==> config.mk <==
export PLATFORM = sky130hd
export DESIGN_NAME = be_lsu_align
export DESIGN_NICKNAME = d
export VERILOG_FILES = /design/src/rtl/be_lsu_align.sv
export SDC_FILE = /design/constraint.sdc
export NUM_CORES = 1
export LEC_CHECK = 0
export BUFFER_PORTS_ARGS = -buffer_cell sky130_fd_sc_hd__buf_2
export CAP_MARGIN = 20
export CORE_AREA = 2 2 77 79
export DETAILED_ROUTE_END_ITERATION = 16
export DIE_AREA = 0 0 79 81
export PLACE_DENSITY = 0.7
export SYNTH_ARGS = -nofsm -noshare
export SYNTH_HDL_FRONTEND = slang
export SYNTH_SLANG_ARGS = --single-unit
==> constraint.sdc <==
create_clock -name vclk -period 2.1
set_clock_uncertainty 0.05 [all_clocks]
set_input_delay 0.21 -clock vclk [all_inputs]
set_output_delay 0.21 -clock vclk [all_outputs]
set_load 0.02 [all_outputs]
==> src/rtl/be_lsu_align.sv <==
module be_lsu_align #(
  parameter int ADDR_W = 32
) (
  input  logic [ADDR_W-1:0] addr,
  input  logic [1:0]        size,
  input  logic              sign_ext,
  input  logic              store,
  input  logic [31:0]       wdata,
  input  logic [31:0]       mem_rdata,
  output logic [ADDR_W-3:0] word_addr,
  output logic [3:0]        lane_we,
  output logic [31:0]       mem_wdata,
  output logic [31:0]       load_data,
  output logic              misaligned,
  output logic              bad_size
);
  localparam logic [1:0] SZ_B = 2'b00;
  localparam logic [1:0] SZ_H = 2'b01;
  localparam logic [1:0] SZ_W = 2'b10;

  logic [1:0]  off;
  logic        reject;
  logic [3:0]  mask;
  logic [7:0]  rd_byte;
  logic [15:0] rd_half;

  assign off        = addr[1:0];
  assign word_addr  = addr[ADDR_W-1:2];
  assign bad_size   = (size == 2'b11);
  assign misaligned = ((size == SZ_H) && off[0]) || ((size == SZ_W) && (off != 2'b00));
  assign reject     = misaligned || bad_size;

  always_comb begin
    unique case (size)
      SZ_B:    mask = 4'b1000 >> off;
      SZ_H:    mask = off[1] ? 4'b0011 : 4'b1100;
      SZ_W:    mask = 4'b1111;
      default: mask = 4'b0000;
    endcase
  end

  assign lane_we = (store && !reject) ? mask : 4'b0000;

  always_comb begin
    unique case (size)
      SZ_B:    mem_wdata = {4{wdata[7:0]}};
      SZ_H:    mem_wdata = {2{wdata[15:0]}};
      default: mem_wdata = wdata;
    endcase
  end

  always_comb begin
    unique case (off)
      2'd0:    rd_byte = mem_rdata[31:24];
      2'd1:    rd_byte = mem_rdata[23:16];
      2'd2:    rd_byte = mem_rdata[15:8];
      default: rd_byte = mem_rdata[7:0];
    endcase
  end

  assign rd_half = off[1] ? mem_rdata[15:0] : mem_rdata[31:16];

  always_comb begin
    if (reject)
      load_data = 32'd0;
    else begin
      unique case (size)
        SZ_B:    load_data = {{24{sign_ext & rd_byte[7]}}, rd_byte};
        SZ_H:    load_data = {{16{sign_ext & rd_half[15]}}, rd_half};
        default: load_data = mem_rdata;
      endcase
    end
  end

  always_comb begin
    AST_REJECT_QUIET: assert (!(misaligned || bad_size) || (lane_we == 4'b0000 && load_data == 32'd0)) else $error("reject not quiet");
    AST_ILLEGAL_NOT_MISALIGNED: assert (!bad_size || !misaligned) else $error("bad size flagged misaligned");
    AST_NO_STORE_NO_WE: assert (store || lane_we == 4'b0000) else $error("strobe without store");
    AST_LANE_COUNT: assert (lane_we == 4'b0000 ||
                            $countones(lane_we) == (size == SZ_B ? 1 : size == SZ_H ? 2 : 4)) else $error("lane count");
    AST_WORD_PASS: assert (size != SZ_W || misaligned || load_data == mem_rdata) else $error("word load altered");
    AST_UNSIGNED_FILL: assert (sign_ext || size != SZ_B || load_data[31:8] == 24'd0) else $error("unsigned fill");
  end
endmodule

Yosys cells after proc, flatten, opt, wreduce, memory -nomap -nowiden

Cells that the tools add are included.

Register bits after elaboration: 0
Input port bits: 100
Output and inout bits: 100
Word-level logic and storage cells: 25

Eq/ne operators: 5
Shift-type cells: 1
Mux-type cells: 8
Bitwise logic cells: 2
Reduce and logical (&&, ||, !) cells: 9

Operator list:

| cell                                              | number |
|---|---|
| case mux 32 bit (2 select lines)                  | 2 |
| 2-to-1 mux 32 bit                                 | 1 |
| case mux 8 bit (3 select lines)                   | 1 |
| 2-to-1 mux 16 bit                                 | 1 |
| case mux 4 bit (3 select lines)                   | 1 |
| 2-to-1 mux 4 bit                                  | 2 |
| == test 2 bit (second input constant)             | 3 |
| == test 2 x 1 -> 1 bit (second input constant)    | 2 |
| zero test 2 bit                                   | 2 |
| right shift 4 x 2 -> 4 bit (first input constant) | 1 |
| logical AND 1 bit                                 | 3 |
| AND 1 bit                                         | 2 |
| logical OR 1 bit                                  | 2 |
| nonzero test 2 bit                                | 1 |
| zero test 1 bit                                   | 1 |

Depth between registers and ports, before layout

Word-level depth: 7
Depth in mapped cells: 5

Worst setup path before layout

OpenSTA, ideal clock, no wires.

Kind: input port to output port
Start point: in size[0]
End point: out lane_we[2]
Data arrival time: 2.005 ns
Data required time: 1.840 ns
Slack: -0.165 ns
Stages on the path: 5
Path buffers: 2
Cells stage by stage: clkbuf_1 -> buf_2 -> xor2_1 -> nor2_1 -> a2111oi_0

Longest elaborated chain between the ends: 7
Elaborated cells on any way between the ends: 12
Those cells by class: eq/ne: 3; mux: 2; reduce/logical: 7

Ends and longest elaborated chain:

| item                                                           | RTL line | source |
|---|---|---|
| start, declared                                                | 5        | `input logic [1:0] size,` |
| == test 2 x 1 -> 1 bit / == test 2 bit (equally long branches) | 30, 34   |  |
| logical AND 1 bit                                              | 30       | `assign misaligned = ((size == SZ_H) && off[0]) \|\| ((size == SZ_W) && (off != 2'b00));` |
| logical OR 1 bit                                               | 30       |  |
| logical OR 1 bit                                               | 31       | `assign reject = misaligned \|\| bad_size;` |
| zero test 1 bit                                                | 42       | `assign lane_we = (store && !reject) ? mask : 4'b0000;` |
| logical AND 1 bit                                              | 42       |  |
| 2-to-1 mux 4 bit (*)                                           | 42       |  |
| end, declared                                                  | 11       | `output logic [3:0] lane_we,` |

Every way passes the cells marked *; elsewhere a longest branch is shown, timed or not.

Worst setup path after layout

Start point: in addr[0]
End point: out load_data[12]

Longest elaborated chain between the ends: 5
Elaborated cells on any way between the ends: 12
Those cells by class: eq/ne: 2; mux: 3; bitwise: 1; reduce/logical: 6

Ends and longest elaborated chain:

| item                                                                        | RTL line | source |
|---|---|---|
| start, declared                                                             | 4        | `input logic [ADDR_W-1:0] addr,` |
| == test 2 bit (tied with other cells)                                       | 53       | `unique case (off)` |
| case mux 8 bit (3 select lines) / logical AND 1 bit (equally long branches) | 53, 30   |  |
| AND 1 bit / logical OR 1 bit (equally long branches)                        | 68, 30   |  |
| case mux 32 bit (2 select lines) / logical OR 1 bit (equally long branches) | 67, 31   |  |
| 2-to-1 mux 32 bit (*)                                                       | 64       | `if (reject)` |
| end, declared                                                               | 13       | `output logic [31:0] load_data,` |

Marked as above.

==> results_dict.tcl <==
set metrics [dict create \
    syn_area_um2 1430 \
    routed_via_density 4.98 \
    fillers 670 \
    setup-tns-final_ps 0 \
    final_max_slew_viol_count 0 \
    layout.nets 406 \
    antenna_found_initial 0 \
    status "finished, final reports clean" \
    synth_top_area_cell "buf_4" \
    diodes 0 \
    ir_drop_v 0.000110 \
    fp.coreArea_um2 5680 \
    seq_cells 0 \
    cts_hold_buf 0 \
    grt_pass1_wl_mm 8.09 \
    dp_hpwl_mm 4.33 \
    start_util_pct 25.2 \
    num_rows 28 \
    drt_iter0_markers 97 \
    grt_util_all_layers_pct 15.0 \
    maxCapViolations 0 \
    finalHoldViolCount 0 \
    rsz0062_at_grt "no" \
    critPathLaunchType "primary input" \
    max_slew_margin_pct 52.5 \
    via_count 1887 \
    drc 0 \
    ys_types 33 \
    dieArea_um2 6400 \
    crit_fanout 10 \
    end_kind "output port" \
    final_layout_size_suffix_gt1_share_pct 59.9 \
    post-cts-setup-buffers 0 \
    syn_to_final_growth_pct 34.9 \
    swShare_pct 59.8 \
    routed_wl_mm 5.29 \
    wl_per_cell_um 13.9 \
    synth_top_area_share_pct 20.0 \
    hold_path_depth 0 \
    synth_area_per_cell_um2 6.80 \
    p_per_area_nw_per_um2 261 \
    p_leak_nw 0.983 \
    gp_congestion 0.754 \
    critPathRequiredTime_ps 1840 \
    antenna_left 0 \
    hold_path.class "primary input to output port" \
    die_h_um 81 \
    period_minus_slack_ps 2020 \
    setup_violations 0 \
    ys_warn_count 0 \
    tightestPinTransition_ps 713 \
    synthCells 210 \
    switchingPower_uw 301 \
    dp.cells 379 \
    p_int_uw 202 \
    first_global_vias 1673 \
    port_buffers 140 \
    cp.arrival_ps 1760 \
    seq_area_frac_synth_pct 0 \
    clock_power_share_pct 0 \
    grt_max_degree 25 \
    clkbuf_count 0 \
    die_w_um 79 \
    comb_power_share_pct 100.0 \
    ioPinCount 200 \
    yosys-top-cells-area "buf_4, mux2_2, o21ai_0" \
    fmax_mhz 496 \
    post-route-period-util_pct 96.1 \
    p_seq_share_pct 0 \
    register_area_um2 0 \
    final_cells 379 \
    grt-ovfl-total 0 \
    first_pass_iters 4 \
    cts_resized 0 \
    synth_nets 310 \
    crit_type "primary input to output port" \
]
through the flow:
step	area [µm²]	hold WS (ps)	utilization, %	setup slack [ps]	power [mW]
after global routing	1930	370	34.0	7.26	0.548
after detailed placement	1930	370	34.0	91.3	0.504
after CTS	1930	370	34.0	90.5	0.506
after floorplan	1430	483	-	78.5	0.403
after global placement	1930	370	34.0	97.4	0.501
final	1930	370	34.0	82.9	0.503
cell usage after synthesis, types with 7 or more instances:
cell,count
clkbuf_1,9
a21oi_1,10
mux2_2,25
a32oi_1,7
nor2_1,7
mux2i_1,8
buf_4,38
o22ai_1,9
o21ai_1,7
a22oi_1,9
nand2_1,26
o21ai_0,21
cell usage in the layout (no fill, tap or decap), types with 2 or more instances in the layout:
cell type | netlist | layout
a32oi_1 | 7 | 7
mux2_2 | 25 | 25
nor2_1 | 7 | 7
o21ai_1 | 7 | 7
buf_4 | 38 | 10
nor2b_1 | 2 | 2
o22ai_1 | 9 | 9
a22oi_1 | 9 | 9
nor3_1 | 4 | 4
a21oi_1 | 10 | 10
nand2_1 | 26 | 26
nor3b_1 | 2 | 2
o21ai_0 | 21 | 21
o21ai_2 | 3 | 3
buf_2 | 4 | 140
mux2i_1 | 8 | 8
cell families after synthesis:
family	Yosys count	synth area share [%]
AOI/OAI and AO/OA	70	30.6
buffers and inverters	57	26.4
xor gates and xnor gates	1	0.613
muxes	34	26.4
and+or+nand+nor	48	16.1
worst max-delay path, stage by stage:
cell and delay (ps):
buf_2 210, mux2_2 370, a22oi_1 600, o22ai_1 170, buf_2 190
routing by layer:
metal	GRT usage (%)	routed length, µm	vias to the layer above
li1	-	-	923
met1	20.1	2220	850
met2	26.1	2610	102
met3	1.67	398	12
met4	3.10	57	0
met5	0	0	-
power groups by stage:
stage               Clock (mW)  Sequential, mW  Combinational [mW]
floorplan                    0               0               0.403
global placement             0               0               0.501
detailed placement           0               0               0.504
CTS                          0               0               0.506
global route                 0               0               0.548
finish                       0               0               0.503
layout make-up:
type	instances	area, µm²	area share (%)
multi-input cells	153	1050	54.7
repair buffers	150	776	40.3
well taps	75	93.8	4.87
inverters	1	3.75	0.195
worst paths after layout:
kind | startpoint | endpoint | slack, ps
worst min-delay path | addr[18] | word_addr[16] | 370
worst max-delay path | addr[0] | load_data[12] | 80
No activity file was read; power rests on OpenSTA's default activity.
